--- src/rtl/seq_pkg.sv ---
package seq_pkg;
    localparam int ILEN = 16;

    typedef enum logic [2:0] {
        K_OTHER  = 3'd0,
        K_PREFIX = 3'd1,
        K_CONST  = 3'd2,
        K_DJUMP  = 3'd3,
        K_BRANCH = 3'd4,
        K_RJUMP  = 3'd5
    } kind_e;
endpackage

--- src/rtl/seq_decode.sv ---
module seq_decode
    import seq_pkg::*;
(
    input  logic [ILEN-1:0] insn,
    output kind_e           kind,
    output logic [2:0]      cc,
    output logic            inv
);
    always_comb begin
        kind = K_OTHER;
        if (insn[15:13] == 3'b110)
            kind = K_PREFIX;
        else if (insn[15:12] == 4'b1110)
            kind = K_DJUMP;
        else if (insn[15:11] == 5'b11110)
            kind = K_CONST;
        else if (insn[15:11] == 5'b11111) begin
            if (insn[10:8] != 3'b111)
                kind = K_BRANCH;
            else if (!insn[7] && insn[6:5] != 2'b11)
                kind = K_RJUMP;
        end
    end

    assign cc  = insn[10:8];
    assign inv = insn[7];
endmodule

--- src/rtl/seq_cond.sv ---
module seq_cond (
    input  logic [2:0] cc,
    input  logic       inv,
    input  logic [3:0] flags,
    output logic       pass
);
    logic fn, fz, fc, fv, raw;

    assign {fn, fz, fc, fv} = flags;

    always_comb begin
        case (cc)
            3'd0:    raw = fz;
            3'd1:    raw = fc;
            3'd2:    raw = fn;
            3'd3:    raw = fv;
            3'd4:    raw = fc & ~fz;
            3'd5:    raw = (fn == fv);
            3'd6:    raw = (fn == fv) & ~fz;
            default: raw = 1'b0;
        endcase
        pass = raw ^ inv;
    end
endmodule

--- src/rtl/seq_widen.sv ---
module seq_widen #(
    parameter int XLEN     = 64,
    parameter int FW       = 11,
    parameter bit EVEN_MAP = 1'b0
) (
    input  logic [FW-1:0]   field,
    input  logic            q,
    input  logic [XLEN-1:0] s0,
    output logic [XLEN-1:0] value
);
    logic [XLEN-1:0] wide;

    assign wide = XLEN'(field) | (q ? (s0 << FW) : '0);

    generate
        if (EVEN_MAP) begin : g_even
            assign value = wide[0] ? ~wide : wide;
        end else begin : g_plain
            assign value = wide;
        end
    endgenerate
endmodule

--- src/rtl/flow_seq.sv ---
module flow_seq
    import seq_pkg::*;
#(
    parameter int XLEN   = 64,
    parameter int PFX_W  = 13,
    parameter int LONG_W = 11,
    parameter int BR_W   = 7
) (
    input  logic            clk,
    input  logic            rst,
    input  logic [15:0]     insn,
    input  logic [3:0]      flags,
    input  logic [XLEN-1:0] s0_val,
    input  logic [XLEN-1:0] sreg_val,
    output logic [XLEN-1:0] pc,
    output logic [XLEN-1:0] next_pc,
    output logic [XLEN-1:0] result,
    output logic            push,
    output logic            q
);
    localparam logic [XLEN-1:0] STEP = XLEN'(2);

    typedef struct packed {
        logic [XLEN-1:0] pc;
        logic            q;
    } st_t;

    st_t st_q, st_d;

    kind_e           kind;
    logic [2:0]      cc;
    logic            inv;
    logic            pass;
    logic [XLEN-1:0] pfx_val, imm_val, jmp_off, br_off;
    logic [XLEN-1:0] here, seq_pc;

    seq_decode u_dec (.insn(insn), .kind(kind), .cc(cc), .inv(inv));

    seq_cond u_cond (.cc(cc), .inv(inv), .flags(flags), .pass(pass));

    seq_widen #(.XLEN(XLEN), .FW(PFX_W), .EVEN_MAP(1'b0)) u_pfx (
        .field(insn[PFX_W-1:0]), .q(st_q.q), .s0(s0_val), .value(pfx_val));

    seq_widen #(.XLEN(XLEN), .FW(LONG_W), .EVEN_MAP(1'b0)) u_imm (
        .field(insn[LONG_W-1:0]), .q(st_q.q), .s0(s0_val), .value(imm_val));

    seq_widen #(.XLEN(XLEN), .FW(LONG_W), .EVEN_MAP(1'b1)) u_jmp (
        .field(insn[LONG_W-1:0]), .q(st_q.q), .s0(s0_val), .value(jmp_off));

    seq_widen #(.XLEN(XLEN), .FW(BR_W), .EVEN_MAP(1'b1)) u_br (
        .field(insn[BR_W-1:0]), .q(st_q.q), .s0(s0_val), .value(br_off));

    assign here   = st_q.pc;
    assign seq_pc = here + STEP;

    always_comb begin
        st_d    = st_q;
        st_d.q  = 1'b0;
        st_d.pc = seq_pc;
        result  = '0;
        push    = 1'b0;
        case (kind)
            K_PREFIX: begin
                result = pfx_val;
                push   = 1'b1;
                st_d.q = 1'b1;
            end
            K_CONST: begin
                result = imm_val;
                push   = 1'b1;
            end
            K_DJUMP: begin
                result  = seq_pc;
                push    = 1'b1;
                st_d.pc = here + jmp_off;
            end
            K_BRANCH: begin
                push = 1'b1;
                if (pass) begin
                    result  = '1;
                    st_d.pc = here + br_off;
                end
            end
            K_RJUMP: begin
                result  = seq_pc;
                push    = 1'b1;
                st_d.pc = sreg_val & ~XLEN'(1);
            end
            default: ;
        endcase
        if (rst) begin
            st_d.pc = '0;
            st_d.q  = 1'b0;
        end
    end

    always_ff @(posedge clk) begin
        st_q <= st_d;
    end

    assign pc      = st_q.pc;
    assign q       = st_q.q;
    assign next_pc = st_d.pc;

    // reset state
    a_r1_reset_state: assert property (@(posedge clk)
        rst |=> (pc == '0 && !q));

    // a prefix leaves the flag raised
    a_r2_prefix_sets_q: assert property (@(posedge clk) disable iff (rst)
        (insn[15:13] == 3'b110) |=> q);

    // anything else drops the flag
    a_r3_other_clears_q: assert property (@(posedge clk) disable iff (rst)
        (insn[15:13] != 3'b110) |=> !q);

    // branch result is all zeros or all ones; not taken falls through
    a_r8_branch_result: assert property (@(posedge clk) disable iff (rst)
        (insn[15:11] == 5'b11111 && insn[10:8] != 3'b111) |->
            (push && (result == '0 || result == '1)));
    a_r8_not_taken_seq: assert property (@(posedge clk) disable iff (rst)
        (insn[15:11] == 5'b11111 && insn[10:8] != 3'b111 && result == '0) |->
            (next_pc == pc + STEP));

    // data-path words just step the address
    a_r10_dataflow_step: assert property (@(posedge clk) disable iff (rst)
        (!insn[15]) |=> (pc == $past(pc) + STEP));

    // address stays even
    a_r11_pc_even: assert property (@(posedge clk) disable iff (rst)
        !pc[0]);
endmodule

--- config.mk ---
export PLATFORM = sky130hd
export DESIGN_NAME = flow_seq
export DESIGN_NICKNAME = d
export VERILOG_FILES = /design/src/rtl/seq_pkg.sv /design/src/rtl/seq_decode.sv /design/src/rtl/seq_cond.sv /design/src/rtl/seq_widen.sv /design/src/rtl/flow_seq.sv
export SDC_FILE = /design/constraint.sdc
export NUM_CORES = 1
export LEC_CHECK = 0
export BUFFER_PORTS_ARGS = -buffer_cell sky130_fd_sc_hd__buf_2
export CAP_MARGIN = 30
export CORE_UTILIZATION = 42
export DETAILED_ROUTE_END_ITERATION = 8
export PLACE_DENSITY = 0.74
export RECOVER_POWER = 50
export SYNTH_ARGS = -nofsm -noshare
export SYNTH_HDL_FRONTEND = slang
export SYNTH_HIERARCHICAL = 1
export SYNTH_SLANG_ARGS = --single-unit
--- constraint.sdc ---
create_clock -name clk -period 6 [get_ports clk]
set_clock_uncertainty 0.05 [all_clocks]
set_input_delay 0.3 -clock clk [delete_from_list [all_inputs] [get_ports clk]]
set_output_delay 0.3 -clock clk [all_outputs]
set_load 0.03 [all_outputs]
=== After elaboration in Yosys (flattened, before gate mapping) ===
Index checks and enable logic that the tools add are counted.

* Reduce and logical (&&, ||, !) cells: 5
* Eq/ne operators: 18
* Muxes and demuxes: 19
* Add/subtract/negate cells: 3
* Bitwise logic cells: 9

{| class="wikitable"
|+ Operators by type and width
! operator !! number
|-
| 64-bit two-way mux || 7
|-
| 64-bit case mux with 4 select lines || 1
|-
| 64-bit case mux with 3 select lines || 1
|-
| 64-bit adder || 2
|-
| 64-bit NOT || 2
|-
| 65-bit two-way mux || 1
|-
| 64-bit by 2-bit adder with 64-bit output, second input constant || 1
|-
| 11-bit by 64-bit bitwise OR with 64-bit output || 1
|-
| 13-bit by 64-bit bitwise OR with 64-bit output || 1
|-
| 7-bit by 64-bit bitwise OR with 64-bit output || 1
|-
| 3-bit == test, second input constant || 6
|-
| 3-bit two-way mux || 6
|-
| 3-bit by 2-bit == test with 1-bit output, second input constant || 4
|-
| 5-bit == test, second input constant || 2
|-
| 1-bit case mux with 7 select lines || 1
|-
| 3-bit by 1-bit == test with 1-bit output, second input constant || 2
|-
| 5-bit OR reduction || 1
|-
| 4-bit == test, second input constant || 1
|-
| 3-bit logical NOT || 1
|-
| 3-bit inequality test, second input constant || 1
|-
| 1-bit bitwise AND || 2
|-
| 1-bit two-way mux || 2
|-
| 2-bit inequality test, second input constant || 1
|-
| 2-bit OR reduction || 1
|-
| other kinds (5) || 5
|}

* Logic and storage cells: 56
* Output and inout port bits: 194
* Input port bits: 150
* Flip-flop bits (word level): 65

=== Depth between registers and ports, before layout ===
Gate-level depths: netlist of the first run.

* Depth in word-level cells: 11
* Gate-level depth with buffers: 16

=== Modules after synthesis ===
The synthesis of the first run kept the hierarchy.

{| class="wikitable"
|+ By module, submodules not included
! module !! times used !! cells an instance !! area an instance (µm²) !! seq. area each (µm²)
|-
| flow_seq || 1 || 1948 || 13249.0 || 1301.2
|-
| seq_widen at u_imm ... || 2 || 69 || 505.5 || 0.0
|-
| seq_widen at u_jmp || 1 || 131 || 932.1 || 0.0
|-
| seq_widen at u_br || 1 || 135 || 869.6 || 0.0
|-
| seq_decode || 1 || 15 || 106.4 || 0.0
|-
| seq_cond || 1 || 13 || 92.6 || 0.0
|}

=== Worst setup path after synthesis of the first run ===
No wires, ideal clock.

* Path type: register to output
* Start point: reg st_q (netlist bit q)
* End point: out next_pc[59]
* Buffers on the path: 3
* Setup slack: 1496 ps
* Cell stages (with the launch flop): 17
* Data arrival time: 4154 ps
* Required time: 5650 ps
* Path through: dfxtp_1 > buf_4 > buf_6 > nand2_1 > xnor2_1 > ha_1 > clkbuf_1 > nand4_1 > nor3_1 > nand4_1 > nor3_1 > a31oi_1 > o311ai_1 > nand2_1 > xnor2_1 > o21ai_0 > a221oi_1

* Elaborated cells between the ends (all ways): 13
* Those cells by class: add/sub: 2; mux: 7; bitwise: 4

{| class="wikitable"
|+ RTL lines
! item !! RTL line !! text
|-
| start, declared || flow_seq.sv:28 || <nowiki>st_t st_q, st_d;</nowiki>
|-
| start signal, assigned || flow_seq.sv:98 || <nowiki>st_q <= st_d;</nowiki>
|-
| 64-bit two-way mux * || seq_widen.sv:13 || <nowiki>assign wide = XLEN'(field) | (q ? (s0 << FW) : '0);</nowiki>
|-
| 11-bit by 64-bit bitwise OR with 64-bit output * || seq_widen.sv:13 ||
|-
| 64-bit NOT || seq_widen.sv:17 || <nowiki>assign value = wide[0] ? ~wide : wide;</nowiki>
|-
| 64-bit two-way mux * || seq_widen.sv:17 ||
|-
| named net jmp_off[28] || flow_seq.sv:34 || <nowiki>logic [XLEN-1:0] pfx_val, imm_val, jmp_off, br_off;</nowiki>
|-
| 64-bit adder * || flow_seq.sv:75 || <nowiki>st_d.pc = here + jmp_off;</nowiki>
|-
| 64-bit case mux with 3 select lines * || flow_seq.sv:62 || <nowiki>case (kind)</nowiki>
|-
| 65-bit two-way mux * || flow_seq.sv:91 || <nowiki>if (rst) begin</nowiki>
|-
| end, declared || flow_seq.sv:16 || <nowiki>output logic [XLEN-1:0] next_pc,</nowiki>
|}

Mark *: on every way through the listed nets, which the timed path passes. The rest lies on a longest branch.

=== Final worst setup path of the first run ===
* Start point: in insn[5]
* End point: out next_pc[25]

* Word-level cells in the longest chain between the ends: 11
* Elaborated cells between the ends (all ways): 22
* Those cells by class: add/sub: 2; eq/ne: 4; mux: 11; bitwise: 4; reduce/logical: 1

{| class="wikitable"
|+ Ends and longest elaborated chain
! item !! RTL line !! text
|-
| start, declared || flow_seq.sv:11 || <nowiki>input logic [15:0] insn,</nowiki>
|-
| 2-bit inequality test * || seq_decode.sv:20 || <nowiki>else if (!insn[7] && insn[6:5] != 2'b11)</nowiki>
|-
| 1-bit logical AND * || seq_decode.sv:20 ||
|-
| 3-bit two-way mux * || seq_decode.sv:20 ||
|-
| 3-bit two-way mux * || seq_decode.sv:18 || <nowiki>if (insn[10:8] != 3'b111)</nowiki>
|-
| 3-bit two-way mux * || seq_decode.sv:17 || <nowiki>else if (insn[15:11] == 5'b11111) begin</nowiki>
|-
| 3-bit two-way mux * || seq_decode.sv:15 || <nowiki>else if (insn[15:11] == 5'b11110)</nowiki>
|-
| 3-bit two-way mux * || seq_decode.sv:13 || <nowiki>else if (insn[15:12] == 4'b1110)</nowiki>
|-
| 3-bit two-way mux * || seq_decode.sv:11 || <nowiki>if (insn[15:13] == 3'b110)</nowiki>
|-
| named net kind[2] || flow_seq.sv:30 || <nowiki>kind_e kind;</nowiki>
|-
| 3-bit == test / 3-bit by 2-bit == test with 1-bit output (equally long branches) || flow_seq.sv:62 ||
|-
| 64-bit case mux with 3 select lines * || flow_seq.sv:62 ||
|-
| 65-bit two-way mux * || flow_seq.sv:91 ||
|}

Marks and branches as above.

==> results of run 1 <==
==> worst min path at each step <==
stage | slack [ns] | depth (start not counted) | from | end
after floorplan | 0.66 | 0 | pc[0] | pc[0]
after global placement | 0.51 | 2 | rst | pc[53]
after detailed placement | 0.50 | 2 | rst | pc[55]
after CTS | 0.09 | 2 | rst | pc[55]
after global routing | 0.11 | 2 | rst | pc[53]
final | 0.11 | 2 | rst | pc[55]
==> layout make-up <==
| class | count | area share, % |
|---|---|---|
| inverter | 40 | 0.825 |
| clock inverter | 2 | 0.192 |
| sequential | 65 | 7.17 |
| timing repair buffer | 388 | 10.9 |
| tap | 511 | 3.51 |
| multi-input combinational | 2078 | 75.9 |
| clock buffer | 14 | 1.51 |
| antenna | 2 | 0.0275 |
==> kinds of logic after synthesis <==
logic type                 share of synthesized area, %
AOI/OAI and AO/OA                                  32.1
xor gates and xnor gates                           15.8
adders and majority gates                          10.0
buffers and inverters                              7.36
DFF                                                8.00
muxes                                             0.123
other                                            0.0462
and+or+nand+nor                                    26.6
==> cell usage after synthesis, types with 44 or more instances <==
cell	n	area, µm²
ha_1	127	1590
clkbuf_1	115	432
nand2_1	311	1170
a221oi_1	94	823
nor3_1	44	220
and2_2	104	781
nand4_1	47	294
o21ai_0	147	736
a21oi_1	217	1090
nand3_1	65	325
xnor2_1	202	1770
nor2_1	163	612
a21o_1	78	586
dfxtp_1	65	1300
xor2_1	91	797
==> registers in the layout, indices dropped and copies added, names as in the netlist <==
signal and flops:
q 1, pc 64
==> power by group through the flow <==
stage               clock network (µW)  registers [µW]  logic (µW)
floorplan                            0             511         792
global route                       629             494        1260
finish                             608             493        1180
global placement                     0             500        1150
CTS                                614             491        1160
detailed placement                   0             500        1160
==> stage by stage <==
step / worst slack (ns) / cells / total power [µW]
floorplan: 1.50 / 2380 / 1300
global placement: 0.784 / 3081 / 1650
detailed placement: 0.676 / 3081 / 1660
CTS: 0.390 / 3097 / 2270
global route: 0.115 / 3098 / 2390
finish: 0.266 / 3100 / 2280
==> metal layers <==
| metal | vias to the layer above | wire length (µm) |
|---|---|---|
| li1 | 9087 | - |
| met5 | - | 19 |
| met1 | 9280 | 32200 |
| met4 | 4 | 4190 |
| met2 | 1274 | 32500 |
| met3 | 234 | 8210 |
==> critical path: cells and delay by family <==
family | cells | cell delay, ns
simple gates | 4 | 1.74
buf+inv | 4 | 1.49
compound gates | 4 | 1.83
==> timing repair <==
item	in CTS	in global routing
setup endpoints to repair	0	1
hold buffers	0	0
resized for setup	0	1
==> impl_results.md, run 1 <==
- Result of the run: complete, but fails checks
- Violated checks: capacitance limit, slew limit
- Data required time of the worst path: about 5.7 ns
- Post-route cell area: 18200 µm²
- Antenna violations before repair: 3
- Min cycle time layout: 5.73 ns
- Worst slew slack as a fraction of its limit: -27.8%
- Gp weighted congestion: ~1.1
- Length in cells of the worst reg-to-reg path: 12
- Grt peak-use layer: met2
- Worst-Margin Slew: roughly 1.9 ns
- Slowest stage cell, crit path: a211oi_1
- DIE WIDTH: 199 µm
- Combined flip-flop and latch cell area: 1310 µm²
- Critical Setup Path Class: in -> out
- Net count after synthesis: roughly 2700
- Max-slew violation total from the final report: 53
- Critical path launch point: insn[5]
- Synth warn: 6
- Per-cell via count in the routed design: between 6 and 7
- GRT Resource Usage Total: 38.0%
- Post-CTS setup buffers: 0
- Category of the worst setup path capture point: output port
- Detailed router's first-iteration violation count: about 2200
- Portion of total power attributed to the clock network: a little over a quarter
- Sequential fraction of the synthesis area: between 8 and 9%
- Setup repair after global routing missed its margin: no
- Maximum root-to-sink buffer count: 2
- Number of placement rows: between 70 and 80
- Number of instances in the synthesized netlist: between 2000 and 2500
- Die span in y: 199 µm
- Crit Reg-Reg Startpoint: q
- Detailed-placement wirelength estimate: roughly 60000 µm
- Fraction of power consumed by combinational cells: 51.8%
- First-pass GRT wire length: about 110000 µm
- Setup slack on the worst flop-to-flop path: between 1 and 1.5 ns
- Clock tree from TritonCTS: built
- Max frequency: 0.174 GHz
- Overflow left after global routing: 0
- Pin count of the biggest net entering global routing: around 100
- Final core occ: between 40% and 50%
- Max Cap Violations: 3
- Crit path cell chain: buf_2, a21o_1, a211oi_1, nand2b_1, nor3_1, clkbuf_1, nor2_1, clkbuf_1, nor2_1, a221oi_1, o22ai_1, buf_2
- Met3 usage: slightly below 8%
- Number of clock sinks: between 60 and 70
- Hold_ws: around 0.11 ns
- Final Routed Wirelength: 77100 µm
- Critical path arrival: roughly 5.4 ns
- Mean instance size in the synthesized netlist: around 7 µm²
- Number of global-route vias before repair: ~18000
- Fillers: 4077
- Combined area of all synthesized cells: 16300 µm²
- Stage delay of the slowest cell on the critical path: about 1.2 ns
- Starting Density: between 40 and 50%
- Routed wirelength normalized by instance count: about 25 µm
- Setup Total Neg Slack: 0 ns
- GR Util met2: a little under three fifths
- Area Growth Syn to Fin: 11.9%
- Most common library cell in the layout ignoring fill and taps: nand2_1
- FFs w/ async S/R, synth: 0%
- Number of H-tree levels: 3
- Leading cell types in the layout, fill and taps excluded: 311 x nand2_1, 233 x buf_2, 217 x a21oi_1
- Source-to-sink clock delay at the later pin of the worst-skew pair: approximately 0.40 ns
- Critical path capture point: next_pc[25]
- Detailed-router iteration count before antenna repair: 6
- Number of synthesized flops with an enable pin: 0
- Pwr per Cell Area: roughly 130 nW/µm²
- Num ports: around 340
- Post-DP Area: 18000 µm²
- Number of clock buffers inserted by TritonCTS: 9
- Switch share: 47.1%
- Type of the worst min-delay path: in -> reg
- Critical register-to-register path endpoint: pc[29]
- Startpoint types: primary input
- Static leakage: about 0.0078 µW
- Multi-input gate area in the final layout: approximately 14000 µm²
- Worst-case vdd ir drop: between 0.15 and 0.2 mV
- Port-buffer cells: 335
- Met1 Usage GRT: roughly 50%
- Floorplan Core Area: 37800 µm²
- Part of the cycle the worst path needs: 95.6%
- Main synth FF type: dfxtp_1
- Fraction of power consumed by sequential logic: a little over a fifth
- Internal power component: roughly 1200 µW
- Number of antenna-violating nets in the routed design: 0
- Final Hold Violating Endpoints: 0
- Master cell of the clock root buffer: clkbuf_16
- Total vias in the final route: just under 20000
- Reported net switching power: around 1100 µW
- Total die area: ~40000 µm²
- Proportion of layout cells with a drive suffix above 1: 17.1%
- Largest fanout on the critical path: 19
- Residual DRC: 0
- Synth Register Bits: 65
- Clock slew at the register clock pins of the worst setup and hold paths: approximately 0.05 ns
- Library cells used by synthesis: 94
- Nets@finish: about 2900
- Final-report setup violation count: 0
Power figures use the tool's default switching activity.
==> run 2: changes to the inputs <==
CTS_BUF_LIST = sky130_fd_sc_hd__clkbuf_8   (was unset)
==> impl_results.md, run 2 (same netlist as run 1, synthesis figures left out) <==
- Violated checks: capacitance limit, slew limit
- Number of global-route vias before repair: 18200 (+0.0055%)
- Length in cells of the worst reg-to-reg path: 15 (+3)
- Port-buffer cells: 335 (unchanged)
- Number of antenna-violating nets in the routed design: 0 (unchanged)
- Worst-Margin Slew: 1.91 ns (-0.00499 ns)
- Clock slew at the register clock pins of the worst setup and hold paths: 0.10 ns (+0.05 ns)
- Final-report setup violation count: 0 (unchanged)
- Gp weighted congestion: 1.08 (unchanged)
- Number of clock sinks: 65 (unchanged)
- Setup slack on the worst flop-to-flop path: 1.28 ns (+0.04 ns)
- Result of the run: complete, but fails checks
- DIE WIDTH: 199 µm (unchanged)
- Largest fanout on the critical path: 19 (unchanged)
- Die span in y: 199 µm (unchanged)
- Min cycle time layout: 5.79 ns (+0.0552 ns)
- Data required time of the worst path: 5.65 ns (about the same)
- First-pass GRT wire length: 113000 µm (+0.24%)
- Part of the cycle the worst path needs: 96.5% (+0.92 points)
- Nets@finish: 2862 (+0.035%)
- Flip-flop count of the largest register after layout: 64 (unchanged)
- Maximum root-to-sink buffer count: 2 (unchanged)
- Master cell of the clock root buffer: clkbuf_8
- Max-slew violation total from the final report: 33 (-38%)
- Critical Setup Path Class: in -> out
- Max frequency: 0.173 GHz (-0.95%)
- Category of the worst setup path capture point: output port
- Setup Total Neg Slack: 0 ns (unchanged)
- Total die area: 39500 µm² (unchanged)
- Critical path arrival: 5.44 ns (+0.06 ns)
- Final Hold Violating Endpoints: 0 (unchanged)
- Most common library cell in the layout ignoring fill and taps: nand2_1
- Hold path startpoint: sreg_val[11]
- Proportion of layout cells with a drive suffix above 1: 17.1% (-0.045 points)
- Number of H-tree levels: 3 (unchanged)
- Detailed-placement wirelength estimate: 59900 µm (unchanged)
- Setup repair after global routing missed its margin: no
- Post-DP Area: 18000 µm² (unchanged)
- Total power draw: 2140 µW (-6.5%)
- Leading cell types in the layout, fill and taps excluded: 311 x nand2_1, 232 x buf_2, 217 x a21oi_1
- Detailed-router iteration count before antenna repair: 7 (+1)
- Overflow left after global routing: 0 (unchanged)
- Critical register-to-register path endpoint: pc[45]
- Area Growth Syn to Fin: 11.4%
- Endpoint of the worst hold path: pc[11]
- Post-route non-filler standard cell count: 3102 (+0.065%)
- Startpoint types: primary input
- Per-cell via count in the routed design: 6.44 (+0.40%)
- Routed wirelength normalized by instance count: 24.9 µm (about the same)
- Final Routed Wirelength: 77200 µm (+0.10%)
- Number of placement rows: 71 (unchanged)
- Number of instances in the placed design: 3081 (unchanged)
- Num ports: 344 (unchanged)
- Pwr per Cell Area: 118 nW/µm² (-6.0%)
- Post-route cell area: 18100 µm² (-0.50%)
- Worst-case vdd ir drop: 0.141 mV (-15%)
- Worst slew slack as a fraction of its limit: -27.5% (+0.33 points)
- GRT Resource Usage Total: 38.2% (+0.16 points)
- Number of clock buffers inserted by TritonCTS: 9 (unchanged)
- Detailed router's first-iteration violation count: 2237 (+2.8%)
- Crit Reg-Reg Startpoint: q
- Clock tree from TritonCTS: built
- Type of the worst min-delay path: in -> reg
- Max Cap Violations: 2 (-1)
- Pin count of the biggest net entering global routing: 98 (unchanged)
- Post-CTS setup buffers: 0 (unchanged)
- Starting Density: 43.0% (unchanged)
- Total vias in the final route: 20000 (+0.46%)
- Antenna violations before repair: 2 (-1)
- Static leakage: 0.00778 µW (-0.46%)
- Source-to-sink clock delay at the later pin of the worst-skew pair: 0.49 ns (+0.09 ns)
- Floorplan Core Area: 37800 µm² (unchanged)
- Residual DRC: 0 (unchanged)
- Hold-critical path depth: 3 (+1)
-- run 2: changes by cell type in the layout (fill, tap and decap cells not counted) --
cell	previous run	this run
clkbuf_16	9	0
clkbuf_8	3	12
inv_1	40	42
buf_2	233	232
clkbuf_1	108	107
diode_2	2	3
dlygate4sd3_1	0	1
-- run 2: layer usage --
layer	vias up	part of all wire (%)	GRT usage [%]
li1	9084	-	-
met1	9300	42	50.8
met2	1335	42	57.0
met3	248	11	7.38
met4	4	5.8	22.1
met5	-	0.030	0
-- run 2: cell type report --
cell class	count	area, µm²
antenna	3	7.51
clock buffer	12	165
clock inverter	4	42.5
fill	4086	19700
inverter	40	150
multi-input combinational	2078	13800
sequential	65	1310
tap	511	639
timing repair buffer	389	1990
-- run 2: timing repair --
action                                  CTS  global route
hold buffers                              1             0
endpoints found under the hold margin     1             0
endpoints found under the setup margin    0             1
gates resized for setup                   0             1
-- run 2: critical path, stage by stage --
cell and delay, ns:
clkbuf_1 0.16, a21o_1 0.26, a211oi_1 1.20, nand2b_1 0.46, nor3_1 0.89, clkbuf_1 0.48, nor2_1 0.11, clkbuf_1 0.61
nor2_1 0.29, a221oi_1 0.08, o22ai_1 0.32, buf_2 0.27
-- run 2: worst max-delay path by stage --
stage	start	end	slack (ns)	cells after the start
6_report	insn[5]	next_pc[25]	0.21	12
5_1_grt	insn[5]	next_pc[25]	0.05	12
4_1_cts	q	next_pc[45]	0.29	16
3_5_place_dp	insn[0]	next_pc[45]	0.68	17
3_3_place_gp	insn[0]	next_pc[45]	0.78	17
2_1_floorplan	q	next_pc[59]	1.50	16
-- run 2: power breakdown --
group          total (µW)  leakage [µW]  switching, µW  internal [µW]
combinational        1180       0.00714            778            406
clock                 460      0.000115            239            222
sequential            492      0.000527           46.0            446
-- run 2: stage by stage --
step | utilization, % | hold WS, ns | setup slack (ns)
after floorplan | - | 0.657 | 1.50
after global placement | 47.6 | 0.505 | 0.784
final | 47.9 | 0.109 | 0.210
after detailed placement | 47.6 | 0.504 | 0.676
after global routing | 47.8 | 0.127 | 0.0523
after CTS | 48.2 | 0.0916 | 0.287
